--- src/rtl/keylock_wdog_pkg.sv ---
package keylock_wdog_pkg;

   localparam int KEY_W = 16;

   // word index of each register; software decodes these positions
   typedef enum logic [3:0] {
      IX_FEED  = 4'd0,
      IX_TMO   = 4'd1,
      IX_DIS1  = 4'd2,
      IX_DIS2  = 4'd3,
      IX_STAT  = 4'd4,
      IX_CNT   = 4'd5,
      IX_DBG   = 4'd6,
      IX_RSTRT = 4'd7,
      IX_EVT   = 4'd8,
      IX_MASK  = 4'd9,
      IX_FORCE = 4'd10
   } reg_ix_e;

   localparam int NUM_REGS = 11;

   localparam logic [KEY_W-1:0] KEY_FEED    = 16'hFEED;
   localparam logic [KEY_W-1:0] KEY_DIS1    = 16'h2BAD;
   localparam logic [KEY_W-1:0] KEY_DIS2    = 16'hCAFE;
   localparam logic [KEY_W-1:0] KEY_RESTART = 16'hACED;
   localparam logic [KEY_W-1:0] KEY_CLEAR   = 16'hE8B4;

   localparam logic [KEY_W-1:0] CODE_STOPPED = 16'hDABE;
   localparam logic [KEY_W-1:0] CODE_EXPIRED = 16'hCFE8;

   typedef struct packed {
      logic feed_go;
      logic tmo_wr;
      logic dis1_key;
      logic dis2_key;
      logic restart_go;
      logic clr_go;
      logic dbg_wr;
      logic ack;
      logic mask_wr;
      logic force_set;
      logic any_wr;
   } wr_strobes_t;

endpackage

--- src/rtl/keylock_wdog_decode.sv ---
module keylock_wdog_decode
   import keylock_wdog_pkg::*;
#(
   parameter int ADDR_W = 6,
   parameter int DATA_W = 32,
   parameter int CNT_W  = 15
) (
   input  logic              wr_en,
   input  logic [ADDR_W-1:0] addr,
   input  logic [DATA_W-1:0] wdata,
   output wr_strobes_t       stb,
   output logic [CNT_W-1:0]  wval,
   output logic              wbit0
);
   localparam int IDX_W = ADDR_W - 2;

   logic [IDX_W-1:0]    idx;
   logic [NUM_REGS-1:0] sel;
   logic [KEY_W-1:0]    key;
   logic                unused_bits;

   assign idx   = addr[ADDR_W-1:2];
   assign key   = wdata[KEY_W-1:0];
   assign wval  = wdata[CNT_W-1:0];
   assign wbit0 = wdata[0];
   assign unused_bits = ^{wdata[DATA_W-1:KEY_W], addr[1:0]};

   for (genvar i = 0; i < NUM_REGS; i++) begin : g_sel
      assign sel[i] = wr_en && (idx == IDX_W'(i));
   end

   always_comb begin
      stb            = '0;
      stb.any_wr     = wr_en;
      stb.feed_go    = sel[IX_FEED]  && (key == KEY_FEED);
      stb.tmo_wr     = sel[IX_TMO];
      stb.dis1_key   = sel[IX_DIS1]  && (key == KEY_DIS1);
      stb.dis2_key   = sel[IX_DIS2]  && (key == KEY_DIS2);
      stb.restart_go = sel[IX_RSTRT] && (key == KEY_RESTART);
      stb.clr_go     = sel[IX_STAT]  && (key == KEY_CLEAR);
      stb.dbg_wr     = sel[IX_DBG];
      stb.ack        = sel[IX_EVT]   && wdata[0];
      stb.mask_wr    = sel[IX_MASK];
      stb.force_set  = sel[IX_FORCE] && wdata[0];
   end

endmodule

--- src/rtl/keylock_wdog_timer.sv ---
module keylock_wdog_timer
   import keylock_wdog_pkg::*;
#(
   parameter int CNT_W           = 15,
   parameter int DEFAULT_TIMEOUT = 6000
) (
   input  logic             clk,
   input  logic             rst_n,
   input  wr_strobes_t      stb,
   input  logic [CNT_W-1:0] wval,
   input  logic             wbit0,
   input  logic             tick,
   input  logic             dbg_mode,
   output logic [CNT_W-1:0] tmo_q,
   output logic [CNT_W-1:0] cnt_q,
   output logic             run_q,
   output logic             arm_q,
   output logic             sticky_q,
   output logic             dbg_en_q,
   output logic             upd,
   output logic             warn,
   output logic             rst_req
);
   localparam logic [CNT_W-1:0] RST_TMO = CNT_W'(DEFAULT_TIMEOUT);
   localparam logic [CNT_W-1:0] ONE     = CNT_W'(1);
   localparam logic [CNT_W-1:0] TWO     = CNT_W'(2);

   logic cnt_en;
   logic expire;

   assign cnt_en = run_q && tick && (!dbg_mode || dbg_en_q);
   assign upd    = stb.feed_go || cnt_en;
   assign expire = cnt_en && !stb.feed_go && (cnt_q <= ONE);
   assign warn   = cnt_en && !stb.feed_go && (cnt_q == TWO);

   always_ff @(posedge clk or negedge rst_n) begin
      if (!rst_n) begin
         tmo_q <= RST_TMO;
      end else if (stb.tmo_wr) begin
         tmo_q <= wval;
      end
   end

   always_ff @(posedge clk or negedge rst_n) begin
      if (!rst_n) begin
         cnt_q <= RST_TMO;
      end else if (stb.feed_go || expire) begin
         cnt_q <= tmo_q;
      end else if (cnt_en) begin
         cnt_q <= cnt_q - ONE;
      end
   end

   always_ff @(posedge clk or negedge rst_n) begin
      if (!rst_n) begin
         run_q <= 1'b0;
         arm_q <= 1'b0;
      end else begin
         if (stb.dis2_key && arm_q) begin
            run_q <= 1'b0;
         end else if (stb.restart_go) begin
            run_q <= 1'b1;
         end
         if (stb.any_wr) begin
            arm_q <= stb.dis1_key;
         end
      end
   end

   always_ff @(posedge clk or negedge rst_n) begin
      if (!rst_n) begin
         sticky_q <= 1'b0;
         rst_req  <= 1'b0;
         dbg_en_q <= 1'b0;
      end else begin
         rst_req <= expire;
         if (expire) begin
            sticky_q <= 1'b1;
         end else if (stb.clr_go) begin
            sticky_q <= 1'b0;
         end
         if (stb.dbg_wr) begin
            dbg_en_q <= wbit0;
         end
      end
   end

endmodule

--- src/rtl/keylock_wdog_irq.sv ---
module keylock_wdog_irq
   import keylock_wdog_pkg::*;
(
   input  logic        clk,
   input  logic        rst_n,
   input  wr_strobes_t stb,
   input  logic        wbit0,
   input  logic        warn,
   output logic        evt_q,
   output logic        mask_q,
   output logic        irq
);
   always_ff @(posedge clk or negedge rst_n) begin
      if (!rst_n) begin
         evt_q  <= 1'b0;
         mask_q <= 1'b0;
      end else begin
         if (warn || stb.force_set) begin
            evt_q <= 1'b1;
         end else if (stb.ack) begin
            evt_q <= 1'b0;
         end
         if (stb.mask_wr) begin
            mask_q <= wbit0;
         end
      end
   end

   assign irq = evt_q && mask_q;

endmodule

--- src/rtl/keylock_wdog_rdmux.sv ---
module keylock_wdog_rdmux
   import keylock_wdog_pkg::*;
#(
   parameter int ADDR_W    = 6,
   parameter int DATA_W    = 32,
   parameter int CNT_W     = 15,
   parameter bit READ_PIPE = 1'b1
) (
   input  logic              clk,
   input  logic              rst_n,
   input  logic              rd_en,
   input  logic [ADDR_W-1:0] addr,
   input  logic [CNT_W-1:0]  tmo_q,
   input  logic [CNT_W-1:0]  cnt_q,
   input  logic              upd,
   input  logic              run_q,
   input  logic              sticky_q,
   input  logic              dbg_en_q,
   input  logic              dbg_mode,
   input  logic              evt_q,
   input  logic              mask_q,
   output logic [DATA_W-1:0] rdata
);
   localparam int IDX_W = ADDR_W - 2;

   logic [IDX_W-1:0]  idx;
   logic [KEY_W-1:0]  field;
   logic [DATA_W-1:0] word;
   logic              unused_lo;

   assign idx       = addr[ADDR_W-1:2];
   assign unused_lo = ^addr[1:0];

   always_comb begin
      field = '0;
      case (idx)
         IDX_W'(IX_TMO):  field = KEY_W'(tmo_q);
         IDX_W'(IX_DIS2): field = run_q ? '0 : CODE_STOPPED;
         IDX_W'(IX_STAT): field = sticky_q ? CODE_EXPIRED : '0;
         IDX_W'(IX_CNT):  field = {upd, cnt_q};
         IDX_W'(IX_DBG):  field = KEY_W'({dbg_mode, dbg_en_q});
         IDX_W'(IX_EVT):  field = KEY_W'(evt_q);
         IDX_W'(IX_MASK): field = KEY_W'(mask_q);
         default:         field = '0;
      endcase
   end

   assign word = DATA_W'(field);

   if (READ_PIPE) begin : g_pipe
      logic [DATA_W-1:0] rdata_q;
      always_ff @(posedge clk or negedge rst_n) begin
         if (!rst_n) begin
            rdata_q <= '0;
         end else if (rd_en) begin
            rdata_q <= word;
         end
      end
      assign rdata = rdata_q;
   end else begin : g_comb
      logic unused_rd;
      assign unused_rd = ^{clk, rst_n, rd_en};
      assign rdata     = word;
   end

endmodule

--- src/rtl/keylock_wdog.sv ---
module keylock_wdog
   import keylock_wdog_pkg::*;
#(
   parameter int ADDR_W          = 6,
   parameter int DATA_W          = 32,
   parameter int CNT_W           = 15,
   parameter int DEFAULT_TIMEOUT = 6000,
   parameter bit READ_PIPE       = 1'b1
) (
   input  logic              clk,
   input  logic              rst_n,
   input  logic              wr_en,
   input  logic              rd_en,
   input  logic [ADDR_W-1:0] addr,
   input  logic [DATA_W-1:0] wdata,
   output logic [DATA_W-1:0] rdata,
   input  logic              tick,
   input  logic              dbg_mode,
   output logic              irq,
   output logic              rst_req
);
   if (ADDR_W < 6) begin : g_err_addr
      $error("ADDR_W must cover eleven word registers");
   end
   if (CNT_W >= KEY_W) begin : g_err_cnt
      $error("CNT_W must leave bit 15 free for the update flag");
   end
   if (DATA_W < KEY_W) begin : g_err_data
      $error("DATA_W must hold a 16-bit key");
   end
   if (DEFAULT_TIMEOUT < 1 || DEFAULT_TIMEOUT >= (1 << CNT_W)) begin : g_err_def
      $error("DEFAULT_TIMEOUT must fit in CNT_W bits and be nonzero");
   end

   wr_strobes_t      stb;
   logic [CNT_W-1:0] wval;
   logic             wbit0;
   logic [CNT_W-1:0] tmo_q;
   logic [CNT_W-1:0] cnt_q;
   logic             run_q;
   logic             arm_q;
   logic             sticky_q;
   logic             dbg_en_q;
   logic             upd;
   logic             warn;
   logic             evt_q;
   logic             mask_q;

   keylock_wdog_decode #(
      .ADDR_W (ADDR_W),
      .DATA_W (DATA_W),
      .CNT_W  (CNT_W)
   ) u_decode (
      .wr_en (wr_en),
      .addr  (addr),
      .wdata (wdata),
      .stb   (stb),
      .wval  (wval),
      .wbit0 (wbit0)
   );

   keylock_wdog_timer #(
      .CNT_W           (CNT_W),
      .DEFAULT_TIMEOUT (DEFAULT_TIMEOUT)
   ) u_timer (
      .clk      (clk),
      .rst_n    (rst_n),
      .stb      (stb),
      .wval     (wval),
      .wbit0    (wbit0),
      .tick     (tick),
      .dbg_mode (dbg_mode),
      .tmo_q    (tmo_q),
      .cnt_q    (cnt_q),
      .run_q    (run_q),
      .arm_q    (arm_q),
      .sticky_q (sticky_q),
      .dbg_en_q (dbg_en_q),
      .upd      (upd),
      .warn     (warn),
      .rst_req  (rst_req)
   );

   keylock_wdog_irq u_irq (
      .clk    (clk),
      .rst_n  (rst_n),
      .stb    (stb),
      .wbit0  (wbit0),
      .warn   (warn),
      .evt_q  (evt_q),
      .mask_q (mask_q),
      .irq    (irq)
   );

   keylock_wdog_rdmux #(
      .ADDR_W    (ADDR_W),
      .DATA_W    (DATA_W),
      .CNT_W     (CNT_W),
      .READ_PIPE (READ_PIPE)
   ) u_rdmux (
      .clk      (clk),
      .rst_n    (rst_n),
      .rd_en    (rd_en),
      .addr     (addr),
      .tmo_q    (tmo_q),
      .cnt_q    (cnt_q),
      .upd      (upd),
      .run_q    (run_q),
      .sticky_q (sticky_q),
      .dbg_en_q (dbg_en_q),
      .dbg_mode (dbg_mode),
      .evt_q    (evt_q),
      .mask_q   (mask_q),
      .rdata    (rdata)
   );

endmodule

--- config.mk ---
export PLATFORM = sky130hd
export DESIGN_NAME = keylock_wdog
export DESIGN_NICKNAME = d
export VERILOG_FILES = /design/src/rtl/keylock_wdog_pkg.sv /design/src/rtl/keylock_wdog_decode.sv /design/src/rtl/keylock_wdog_timer.sv /design/src/rtl/keylock_wdog_irq.sv /design/src/rtl/keylock_wdog_rdmux.sv /design/src/rtl/keylock_wdog.sv
export SDC_FILE = /design/constraint.sdc
export NUM_CORES = 1
export LEC_CHECK = 0
export ABC_AREA = 1
export CAP_MARGIN = 20
export CELL_PAD_IN_SITES_DETAIL_PLACEMENT = 0
export CELL_PAD_IN_SITES_GLOBAL_PLACEMENT = 1
export CORE_MARGIN = 8
export CORE_UTILIZATION = 36
export DETAILED_ROUTE_END_ITERATION = 8
export PLACE_DENSITY = 0.91
export SLEW_MARGIN = 20
export SYNTH_ARGS = -nofsm -noshare
export SYNTH_HDL_FRONTEND = slang
export SYNTH_SLANG_ARGS = --single-unit
export TNS_END_PERCENT = 30
--- constraint.sdc ---
create_clock -name clk -period 2 [get_ports clk]
set_clock_uncertainty 0.1 [all_clocks]
set_input_delay 0.4 -clock clk [delete_from_list [all_inputs] [get_ports clk]]
set_output_delay 0.4 -clock clk [all_outputs]
set_load 0.05 [all_outputs]
==> results.cfg <==
[synth]
synthArstFlopShare_pct = 100.0
ys_ff_latch = 53
synth.area.mux_share_pct = 0
synth_edf_count = 0
yosys.area_share.xor_xnor_pct = 2.538
synthSimpleGateAreaFrac_pct = 34.66
synth_top_area_share_pct = 28.28
syn-cell-area_sq_um = 3451
yosysTopAreaCell = dfrtp_1
synth-compound-area-share_pct = 10.12
synthAdderAreaFrac_pct = 1.088
ys_warn_count = 0
synth_top_family_by_area = simple AND/OR/NAND/NOR gates
synth_flop_cell = dfrtp_1
post_synth_num_cell_types = 37
synth_area_per_cell_sq_um = 7.219
seq_area_frac_synth_pct = 38.94
syn_inst = 478
synthTopCellsByArea = dfrtp_1 28%, nand2_1 16%, dfstp_2 11%

[timing]
max_slew_margin_pct = 56.09
rsz0062_at_grt = no
layout_min_cycle_time_ns = 1.920
holdWs_ns = 0.3862
setup_viol = 0
finalHoldViolCount = 0
fmax_mhz = 520.9
worst_slack_ns = 0.08038
finalCritPeriodShare_pct = 95.98
finalMaxSlewViolations = 0
worstMarginPinSlew_ns = 0.6579

[detailed_routing]
avgRoutedWirePerCell_um = 13.75
viasPerCell = 4.696
drt_iter0_markers = 200
vias = 3264
ant_nets = 0
routed_wl_um = 9559
drt_pass1_iterations = 5
drc_errors = 0

[cts]
cts_buffers = 5
clk_latency_ns = 0.31
cts_sinks = 53
root_buffer = clkbuf_8
htreeDepth = 2
cts_tree = done
clock_path_buffers = 2
post-cts-setup-buffers = 0
path_clk_slew_ns = 0.09

[die]
initial_core_util_pct = 37.17
dieArea_sq_um = 12970
die_h_um = 113.9
die_x_um = 113.9
core_sq_um = 9284
std_cell_rows = 35
io_pins = 78

[final_layout]
areaGrowthSynthToFinish_pct = 26.65
antenna_cells = 0
nets = 612
drive_above_1_share_pct = 21.02

[critical_path]
required_ns = 2.07
worstPathArrival_ns = 1.99
start_kind = input port
cp-end-kind = flip-flop
r2r_slack_ns = 0.20
worstPathMaxFanout = 7
crit_type = input port to flip-flop

[min_path]
hold_path.class = flip-flop to flip-flop

[grt]
grtUsageTotal_pct = 15.56
grt_pass1_vias = 3390
grt_max_degree = 32
grt_pass1_wl_um = 16300
grt-ovfl-total = 0
antenna_found_initial = 0

[pwr]
power_density_nw_per_um2 = 915.9
peakVddDrop_uv = 364.4
p_leak_uw = 0.002199

[place]
port_buffers = 43
place.gp.congestion = 0.8781
dp.final_hpwl_um = 7739
dp_worst_setup_slack_ns = -0.1653

[flow_run]
maxCapViolations = 0

[run_status]
status = complete, no violations
-- cell type report --
cell class | count | area [sq um]
Fill cell | 970 | 4913
Multi-Input combinational cell | 347 | 1730
Sequential cell | 53 | 1344
Timing Repair Buffer | 91 | 793.3
Inverter | 67 | 254.0
Tap cell | 129 | 161.4
Clock buffer | 6 | 72.57
Clock inverter | 2 | 15.01
-- where the power goes --
group          switching [uW]  total [uW]  internal (uW)  leakage (uW)
Clock                     367         614            248     0.0000374
Combinational            1060        1710            648       0.00151
Sequential                297        1680           1380      0.000655
-- state kept, by name (all words and copies together), names as in the netlist --
signal and count:
u_irq.mask_q 1, u_irq.evt_q 1, u_timer.tmo_q 15, u_timer.dbg_en_q 1, u_rdmux.rdata 16, u_timer.rst_req 1
u_timer.run_q 1, u_timer.cnt_q 15, u_timer.sticky_q 1, u_timer.arm_q 1
-- per-layer routing --
layer	wire, um	vias to the layer above	global-route usage, %
li1	-	1648	-
met1	4458	1516	19.50
met2	4475	86	26.75
met3	487	14	2.800
met4	137	0	4.170
met5	0	-	0
-- per-stage QoR --
stage          util (%)  instances  instance area (sq um)  power, uW  TNS (ns)
2_1_floorplan         -        493                   3507       2888         0
3_3_place_gp      46.02        686                   4273       3350    -4.076
3_5_place_dp      46.02        686                   4273       3392    -5.181
4_1_cts           47.08        695                   4370       4011         0
5_1_grt           47.08        695                   4370       4337         0
6_report          47.08        695                   4370       4003         0
-- layout by cell type (no fill, tap or decap), drive strengths merged, types with 10 or more instances in the layout --
cell / instances
dfrtp: 39
nor2: 48
dfstp: 14
conb: 16
nand2: 158
buf: 66
nor3: 10
nand3: 30
a21oi: 14
clkdlybuf4s50: 24
o21ai: 37
inv: 67
-- cell usage after synthesis, types with 4 or more instances --
cell      number
nand4_1        6
buf_2          5
buf_4         16
nand2_2        6
dfrtp_1       39
nor2_1        35
a221oi_1       5
dfstp_2       14
nor2_4         6
xnor2_1        6
xor2_1         4
nand3_1       28
nand2_1      148
nor3_1         9
a21oi_1       12
nor2_2         7
o21ai_0       26
inv_1         63
o21ai_1       11
-- logic make-up (layout without fill, tap and decap cells) --
logic type	count (synthesis)	count (layout)
compound gates	61	61
xor+xnor	10	10
fa+ha+maj	3	3
buf+inv	93	166
flops	53	53
other cells	1	16
simple gates	257	257
-- critical path: stages --
cell             delay, ns
clkdlybuf4s50_1       0.60
inv_1                 0.09
nand2_1               0.09
nor2_1                0.07
nand2_1               0.12
nand2_1               0.17
a221oi_1              0.32
o21ai_0               0.13
-- final timing paths --
path,from,to,cells after the start
max reg2reg,u_timer.cnt_q[7],u_timer.cnt_q[7],10
min in group asynchronous,rst_n,u_rdmux.rdata[13],2
min,u_timer.tmo_q[4],u_timer.tmo_q[4],2
min reg2reg,u_timer.tmo_q[4],u_timer.tmo_q[4],2
max,addr[3],u_rdmux.rdata[3],8
max in group asynchronous,rst_n,u_timer.cnt_q[12],3
-- repair_timing --
| item | 4_1_cts | 5_1_grt |
|---|---|---|
| gates resized for setup | 0 | 0 |
| hold buffers | 1 | 0 |
| endpoints found under the hold margin | 18 | 0 |
| endpoints found under the setup margin | 0 | 0 |
Power figures use the tool's default switching activity.
